<file path="src/rtl/pwm_ds_pkg.sv">
package pwm_ds_pkg;
  localparam int unsigned NUM_CH = 2;
  localparam int unsigned FLG_W  = NUM_CH + 1;
  localparam int unsigned FLG_BOT = 0;
  localparam int unsigned NUM_DIV = 5;
  // low divider bits that must be all ones, per select code 1..5
  localparam int unsigned DIV_SH [NUM_DIV] = '{0, 3, 6, 8, 10};
  localparam int unsigned PRE_W = DIV_SH[NUM_DIV-1];

  typedef enum logic [1:0] {
    MODE_OFF    = 2'd0,
    MODE_TOGGLE = 2'd1,
    MODE_CLR_UP = 2'd2,
    MODE_SET_UP = 2'd3
  } out_mode_e;
endpackage

</file>
<file path="src/rtl/pwm_ds_prescaler.sv">
module pwm_ds_prescaler
  import pwm_ds_pkg::*;
(
  input  logic       clk_i,
  input  logic       rst_ni,
  input  logic [2:0] sel_i,
  output logic       tick_o
);
  logic [PRE_W-1:0]   pre_q;
  logic [NUM_DIV-1:0] cand;

  always_ff @(posedge clk_i or negedge rst_ni) begin
    if (!rst_ni) pre_q <= '0;
    else         pre_q <= pre_q + 1'b1;
  end

  assign cand[0] = 1'b1;
  for (genvar g = 1; g < NUM_DIV; g++) begin : g_div
    assign cand[g] = &pre_q[DIV_SH[g]-1:0];
  end

  always_comb begin
    tick_o = 1'b0;
    if (sel_i != 3'd0 && 32'(sel_i) <= NUM_DIV) tick_o = cand[sel_i - 3'd1];
  end
endmodule

</file>
<file path="src/rtl/pwm_ds_updown.sv">
module pwm_ds_updown #(
  parameter int unsigned CNT_W = 8
) (
  input  logic             clk_i,
  input  logic             rst_ni,
  input  logic             tick_i,
  input  logic [CNT_W-1:0] top_i,
  output logic [CNT_W-1:0] cnt_o,
  output logic             step_o,
  output logic [CNT_W-1:0] cnt_nxt_o,
  output logic             dir_nxt_o,
  output logic             bottom_o,
  output logic             top_hit_o
);
  logic [CNT_W-1:0] cnt_q, cnt_n;
  logic             dir_q, dir_n, th;
  logic             step;

  assign step = tick_i & (top_i != '0);

  always_comb begin
    cnt_n = cnt_q;
    dir_n = dir_q;
    th    = 1'b0;
    if (step) begin
      if (dir_q) begin
        if (cnt_q >= top_i) begin  // top moved below count: turn now
          cnt_n = cnt_q - 1'b1;
          dir_n = 1'b0;
        end else begin
          cnt_n = cnt_q + 1'b1;
          th    = (cnt_n == top_i);
          dir_n = ~th;
        end
      end else begin
        cnt_n = cnt_q - 1'b1;
        dir_n = (cnt_n == '0);
      end
    end
  end

  always_ff @(posedge clk_i or negedge rst_ni) begin
    if (!rst_ni) begin
      cnt_q <= '0;
      dir_q <= 1'b1;
    end else begin
      cnt_q <= cnt_n;
      dir_q <= dir_n;
    end
  end

  assign cnt_o     = cnt_q;
  assign step_o    = step;
  assign cnt_nxt_o = cnt_n;
  assign dir_nxt_o = dir_n;
  assign bottom_o  = step & (cnt_n == '0);
  assign top_hit_o = th;

  AST_STEP_BY_ONE: assert property (@(posedge clk_i) disable iff (!rst_ni)
    step |=> (cnt_q == CNT_W'($past(cnt_q) + 1'b1)) || (cnt_q == CNT_W'($past(cnt_q) - 1'b1)));
  AST_HOLD_NO_TICK: assert property (@(posedge clk_i) disable iff (!rst_ni)
    !tick_i |=> $stable(cnt_q));
endmodule

</file>
<file path="src/rtl/pwm_ds_chan.sv">
module pwm_ds_chan
  import pwm_ds_pkg::*;
#(
  parameter int unsigned CNT_W      = 8,
  parameter bit          HAS_TOGGLE = 1'b0
) (
  input  logic             clk_i,
  input  logic             rst_ni,
  input  logic             wr_i,
  input  logic [CNT_W-1:0] data_i,
  input  logic [1:0]       mode_i,
  input  logic             top_a_mode_i,
  input  logic             step_i,
  input  logic [CNT_W-1:0] cnt_nxt_i,
  input  logic             dir_nxt_i,
  input  logic             bottom_i,
  input  logic             top_hit_i,
  input  logic [CNT_W-1:0] top_i,
  output logic [CNT_W-1:0] act_o,
  output logic             match_o,
  output logic             oc_o
);
  localparam logic [CNT_W-1:0] MAX_V = '1;

  logic [CNT_W-1:0] buf_q, act_q;
  logic             oc_q, oc_n;
  logic             hit_q, fmax_q;
  logic             match, tgl, pwm, up_lvl, force_up;
  out_mode_e        mode;

  assign mode   = out_mode_e'(mode_i);
  assign tgl    = HAS_TOGGLE && (mode == MODE_TOGGLE) && top_a_mode_i;
  assign pwm    = (mode == MODE_CLR_UP) || (mode == MODE_SET_UP);
  assign up_lvl = (mode == MODE_SET_UP);
  assign match  = step_i & (cnt_nxt_i == act_q);
  // symmetry fix at bottom: left MAX, or rising slope never crossed
  assign force_up = bottom_i & pwm & (fmax_q | (~hit_q & (act_q < top_i)));

  always_comb begin
    oc_n = oc_q;
    if (match) begin
      if (tgl)      oc_n = ~oc_q;
      else if (pwm) oc_n = dir_nxt_i ? up_lvl : ~up_lvl;
    end else if (force_up) begin
      oc_n = up_lvl;
    end
  end

  always_ff @(posedge clk_i or negedge rst_ni) begin
    if (!rst_ni) begin
      buf_q  <= '0;
      act_q  <= '0;
      oc_q   <= 1'b0;
      hit_q  <= 1'b0;
      fmax_q <= 1'b0;
    end else begin
      oc_q <= oc_n;
      if (wr_i) buf_q <= data_i;
      if (top_hit_i) act_q <= buf_q;
      if (bottom_i)                  hit_q <= match;
      else if (match && dir_nxt_i)   hit_q <= 1'b1;
      if (bottom_i)                  fmax_q <= 1'b0;
      else if (top_hit_i && act_q == MAX_V && buf_q != MAX_V) fmax_q <= 1'b1;
    end
  end

  assign act_o   = act_q;
  assign match_o = match;
  assign oc_o    = (pwm | tgl) ? oc_q : 1'b0;

  AST_ACT_HOLDS: assert property (@(posedge clk_i) disable iff (!rst_ni)
    !top_hit_i |=> $stable(act_q));
  AST_NONINV_UP_LOW: assert property (@(posedge clk_i) disable iff (!rst_ni)
    (match && mode == MODE_CLR_UP && dir_nxt_i) |=> !oc_q);
  AST_NONINV_DN_HIGH: assert property (@(posedge clk_i) disable iff (!rst_ni)
    (match && mode == MODE_CLR_UP && !dir_nxt_i) |=> oc_q);
  AST_INV_UP_HIGH: assert property (@(posedge clk_i) disable iff (!rst_ni)
    (match && mode == MODE_SET_UP && dir_nxt_i) |=> oc_q);
endmodule

</file>
<file path="src/rtl/pwm_dual_slope.sv">
module pwm_dual_slope
  import pwm_ds_pkg::*;
#(
  parameter int unsigned CNT_W = 8
) (
  input  logic             clk_i,
  input  logic             rst_ni,
  input  logic [2:0]       clk_sel_i,
  input  logic             top_a_mode_i,
  input  logic [1:0]       mode_a_i,
  input  logic [1:0]       mode_b_i,
  input  logic             cmp_wr_i,
  input  logic             cmp_sel_i,
  input  logic [CNT_W-1:0] cmp_data_i,
  input  logic [FLG_W-1:0] irq_en_i,
  input  logic [FLG_W-1:0] flag_clr_i,
  output logic [CNT_W-1:0] cnt_o,
  output logic             oc_a_o,
  output logic             oc_b_o,
  output logic [FLG_W-1:0] flags_o,
  output logic             irq_o
);
  localparam logic [CNT_W-1:0] MAX_V = '1;

  logic             tick, step, dir_nxt, bottom, top_hit;
  logic [CNT_W-1:0] cnt_nxt, top_val;
  logic [CNT_W-1:0] act_v  [NUM_CH];
  logic [1:0]       mode_v [NUM_CH];
  logic [NUM_CH-1:0] match_v, oc_v;
  logic [FLG_W-1:0] flags_q, set_v;

  assign mode_v[0] = mode_a_i;
  assign mode_v[1] = mode_b_i;
  assign top_val   = top_a_mode_i ? act_v[0] : MAX_V;

  pwm_ds_prescaler u_pre (
    .clk_i  (clk_i),
    .rst_ni (rst_ni),
    .sel_i  (clk_sel_i),
    .tick_o (tick)
  );

  pwm_ds_updown #(.CNT_W(CNT_W)) u_cnt (
    .clk_i     (clk_i),
    .rst_ni    (rst_ni),
    .tick_i    (tick),
    .top_i     (top_val),
    .cnt_o     (cnt_o),
    .step_o    (step),
    .cnt_nxt_o (cnt_nxt),
    .dir_nxt_o (dir_nxt),
    .bottom_o  (bottom),
    .top_hit_o (top_hit)
  );

  for (genvar g = 0; g < NUM_CH; g++) begin : g_ch
    pwm_ds_chan #(.CNT_W(CNT_W), .HAS_TOGGLE(g == 0)) u_ch (
      .clk_i        (clk_i),
      .rst_ni       (rst_ni),
      .wr_i         (cmp_wr_i && (cmp_sel_i == 1'(g))),
      .data_i       (cmp_data_i),
      .mode_i       (mode_v[g]),
      .top_a_mode_i (top_a_mode_i),
      .step_i       (step),
      .cnt_nxt_i    (cnt_nxt),
      .dir_nxt_i    (dir_nxt),
      .bottom_i     (bottom),
      .top_hit_i    (top_hit),
      .top_i        (top_val),
      .act_o        (act_v[g]),
      .match_o      (match_v[g]),
      .oc_o         (oc_v[g])
    );
    assign set_v[g+1] = match_v[g];
  end
  assign set_v[FLG_BOT] = bottom;

  always_ff @(posedge clk_i or negedge rst_ni) begin
    if (!rst_ni) flags_q <= '0;
    else         flags_q <= (flags_q & ~flag_clr_i) | set_v;
  end

  assign oc_a_o  = oc_v[0];
  assign oc_b_o  = oc_v[1];
  assign flags_o = flags_q;
  assign irq_o   = |(flags_q & irq_en_i);

  AST_BOTTOM_FLAG: assert property (@(posedge clk_i) disable iff (!rst_ni)
    bottom |=> flags_q[FLG_BOT]);
  AST_CLR_NO_SET: assert property (@(posedge clk_i) disable iff (!rst_ni)
    (flag_clr_i[FLG_BOT] && !bottom) |=> !flags_q[FLG_BOT]);
endmodule

</file>
<file path="config.mk">
export PLATFORM = sky130hd
export DESIGN_NAME = pwm_dual_slope
export DESIGN_NICKNAME = d
export VERILOG_FILES = /design/src/rtl/pwm_ds_pkg.sv /design/src/rtl/pwm_ds_prescaler.sv /design/src/rtl/pwm_ds_updown.sv /design/src/rtl/pwm_ds_chan.sv /design/src/rtl/pwm_dual_slope.sv
export SDC_FILE = /design/constraint.sdc
export NUM_CORES = 1
export LEC_CHECK = 0
export ABC_AREA = 1
export BUFFER_PORTS_ARGS = -buffer_cell sky130_fd_sc_hd__buf_4
export CORE_ASPECT_RATIO = 1.25
export CORE_MARGIN = 2
export CORE_UTILIZATION = 60
export DETAILED_ROUTE_END_ITERATION = 10
export GPL_ROUTABILITY_DRIVEN = 1
export GPL_TIMING_DRIVEN = 0
export HOLD_SLACK_MARGIN = 0.15
export MAX_ROUTING_LAYER = met4
export PLACE_DENSITY = 0.88
export SYNTH_ARGS = -nofsm -noshare
export SYNTH_HDL_FRONTEND = slang
export SYNTH_SLANG_ARGS = --single-unit
</file>
<file path="constraint.sdc">
create_clock -name clk_i -period 3 [get_ports clk_i]
set_input_delay 0.15 -clock clk_i [delete_from_list [all_inputs] [get_ports clk_i]]
set_output_delay 0.15 -clock clk_i [all_outputs]
set_load 0.005 [all_outputs]
</file>
==> results.yml <==
clocking:
  path_clk_slew_ns: 0.07
  worstSkewPairLatency_ns: 0.34
  htreeDepth: 3
  clock-root-buffer: "clkbuf_8"
  clockBufferDepth: 2
  clock-sinks: 60
  cts_tree: "built"
  cts_made_buffers: 9
global_route:
  grt_antenna_before_repair: 0
  grt_first_pass_wirelength_um: 20090
  grt_max_degree: 61
  grt_pass1_vias: 4236
  grt.overflow.total: 0
  grt_usage_pct: 34.41
layout:
  seqCellArea_mm2: 0.001505
  syn2layout_area_growth_pct: 21.59
  drive_gt1_share_pct: 18.34
  nNetsFinal: 737
  final_area_mm2: 0.005192
  multi_input_comb_area_mm2: 0.002440
  fillCellCount: 549
  diodes: 0
run_status:
  outcome: "completed"
setup_path:
  arrival_ns: 3.05
  crit_chain: "nor2_2 > ha_1 > nand4_1 > nand2_1 > a21oi_4 > nand2_2 > buf_6 > nand2_1 > nand3_2 > nand2_2 > nand2_1 > nand2_1 > nand2_1 > nor2_2 > nand3_1 > nand2_1 > nand3_1 > nand2_1 > inv_1"
  rr_startpoint: "g_ch[0].u_ch.act_o[5]"
  worst_path_most_repeated_cell: "nand2_1"
  cp_slowest_cell: "dfrtp_1"
  crit_family: "simple AND/OR/NAND/NOR gates"
  cp.buffers_inverters: 2
  endpoint_kind: "flop"
  r2r_cells: 19
  critPathMaxFanout: 10
  worst_path_largest_cell_delay_ns: 0.43
  worstSetupPathType: "flop to flop"
  crit_start: "g_ch[0].u_ch.act_o[5]"
  required_ns: 3.24
  crit_cells: 19
  start_kind: "flop"
synthesis:
  avgSynthCellArea_um2: 6.866
  ys_types: 39
  async_flop_share_pct: 100.0
  yosys_register_bits: 60
  synthCells: 622
  yosysWarnings: 0
  syn_nets: 666
  netlist_area_mm2: 0.004270
  synthFlopType: "dfrtp_1"
  synth-edff-count: 0
  ys_seq_area_share_pct: 35.19
power:
  pwr-share-clk_pct: 20.6
  p_sw_mw: 1.876
  p_sw_share_pct: 46.25
  p_per_area_mw_per_mm2: 781.0
  ir_drop_mv: 0.7142
  leakage_nw: 2.742
  p_comb_share_pct: 51.6
  intPower_mw: 2.180
  seq_power_share_pct: 27.8
  total_power_mw: 4.056
sta:
  grt_setup_unrepaired: "false"
  worst_slew_pin_slew_ns: 0.7697
  fin_crit_sh_pct: 93.81
  timing.final.ws_setup_ns: 0.1858
  finalSetupTns_ns: 0
  clock_skew_ns: 0.01063
  slew_violations: 0
  max_freq_mhz: 355.3
  post-route-min-period_ns: 2.814
  finalHoldViolCount: 0
  slew_headroom_pct: 48.69
  setup_viol: 0
route:
  ant_nets: 0
  dr_total_vias: 4451
  wire_per_inst_um: 15.93
  drt-initial-drc-count: 287
  via_per_inst: 5.648
  drt_pass1_iterations: 5
  drc: 0
  wl_um: 12550
min_path:
  hold_depth: 4
  hold_start: "mode_b_i[1]"
  hp-class: "primary input to flop"
placed_design:
  port_buffers: 38
  dpl_cell_area_mm2: 0.004668
  hpwl_um: 9152
  gp_congestion: 0.9194
  pre_cts_slack_ns: -0.2817
floorplanning:
  core-area_mm2: 0.006934
  initial_core_util_pct: 61.58
  dieHeight_um: 98.32
  rows: 34
  die_area_mm2: 0.007812
  die_x_um: 79.46
  io_pins: 40
job:
  maxCapViolCount: 0
==> worst register-to-register path, delay by kind of cell, from the launching register on <==
kind | cells | cell delay [ns]
AOI/OAI and AO/OA | 1 | 0.17
adders and majority gates | 1 | 0.31
buffers and inverters | 2 | 0.20
DFF | 1 | 0.43
and+or+nand+nor | 15 | 1.60
==> layer usage <==
layer / GRT usage [%] / vias to the layer above / routed length (um)
li1: - / 2136 / -
met1: 39.73 / 2095 / 5031
met2: 58.44 / 174 / 6284
met3: 4.067 / 46 / 585
met4: 16.98 / 0 / 648
met5: - / - / 0
==> metrics by stage <==
step                hold WS [ns]  util (%)  instances
finish                    0.1667     74.88        788
global route              0.2761     74.88        788
CTS                       0.1652     72.68        779
detailed placement        0.2663     67.32        750
global placement          0.2515     67.32        750
floorplan                -0.1456         -        622
==> kinds of logic after synthesis <==
family | Yosys count | share of synthesized area (%)
compound gates | 59 | 7.853
xor+xnor | 15 | 3.076
fa+ha+maj | 18 | 5.274
buf+inv | 103 | 9.640
flops | 60 | 35.19
mux | 1 | 0.2637
simple gates | 366 | 38.71
==> registers in the layout, summed over array words and instances, names as in the netlist, 2 cells and up <==
register / cells
g_ch.u_ch.fmax_q: 2
flags_o: 3
g_ch.u_ch.act_o: 16
u_cnt.cnt_o: 8
g_ch.u_ch.oc_q: 2
g_ch.u_ch.hit_q: 2
g_ch.u_ch.buf_q: 16
u_pre.pre_q: 10
==> final cells by class <==
type,instances,share of cell area [%]
buffer,11,1.325
clock buffer,10,2.651
inverter,92,6.699
clock inverter,6,1.687
timing repair buffer,60,9.494
sequential,60,28.99
multi-input combinational,459,46.99
tap,90,2.169
==> synthesized netlist by cell type (2+ instances only) <==
master	count	area (um2)
nand2_1	194	728.2
inv_1	86	322.8
nand3_1	68	340.3
dfrtp_1	59	1476
nor2_1	52	195.2
o21ai_0	41	205.2
ha_1	18	225.2
nand4_1	15	93.84
xor2_1	11	96.34
nand3_2	10	100.1
nand2_2	9	56.30
a21oi_1	6	30.03
inv_2	6	22.52
clkbuf_1	5	18.77
nor3_1	5	25.02
nor2_2	4	25.02
xnor2_1	4	35.03
nor4_1	3	18.77
a21oi_2	2	17.52
buf_2	2	10.01
buf_4	2	15.01
buf_6	2	22.52
nor3_2	2	20.02
==> power by group through the flow <==
stage                     Clock (mW)  Combinational, mW  Sequential (mW)
after floorplan                    0               1.39             1.08
after global placement             0               1.84             1.12
after detailed placement           0               1.89             1.13
after CTS                      0.833               1.94             1.12
after global routing           0.867               2.32             1.14
final                          0.835               2.09             1.13
==> worst paths after layout <==
kind | slack (ns) | endpoint
setup / recovery | 0.19 | g_ch[0].u_ch.oc_q
hold / removal | 0.17 | g_ch[1].u_ch.oc_q
setup reg to reg | 0.19 | g_ch[0].u_ch.oc_q
hold reg to reg | 0.49 | u_pre.pre_q[7]
max in group asynchronous | 2.01 | g_ch[0].u_ch.act_o[7]
min in group asynchronous | 0.41 | u_pre.pre_q[2]
==> layout by cell type (no fill, tap or decap), types with 3 or more instances in the layout <==
master / netlist / layout
a21oi_1: 6 / 6
buf_4: 2 / 50
clkbuf_1: 5 / 5
clkbuf_8: 0 / 10
dfrtp_1: 59 / 57
dlygate4sd3_1: 0 / 12
ha_1: 18 / 18
inv_1: 86 / 84
inv_2: 6 / 7
nand2_1: 194 / 191
nand2_2: 9 / 10
nand2_4: 1 / 3
nand3_1: 68 / 66
nand3_2: 10 / 11
nand4_1: 15 / 15
nor2_1: 52 / 46
nor2_2: 4 / 7
nor2_4: 0 / 3
nor3_1: 5 / 4
nor4_1: 3 / 3
o21ai_0: 41 / 41
xnor2_1: 4 / 4
xor2_1: 11 / 11
==> timing repair <==
item	4_1_cts	5_1_grt
pin swaps	0	3
setup endpoints to repair	24	10
hold buffers	12	0
resized for setup	5	22
setup buffers	1	9
hold endpoints to repair	78	0
Power figures use the tool's default switching activity.
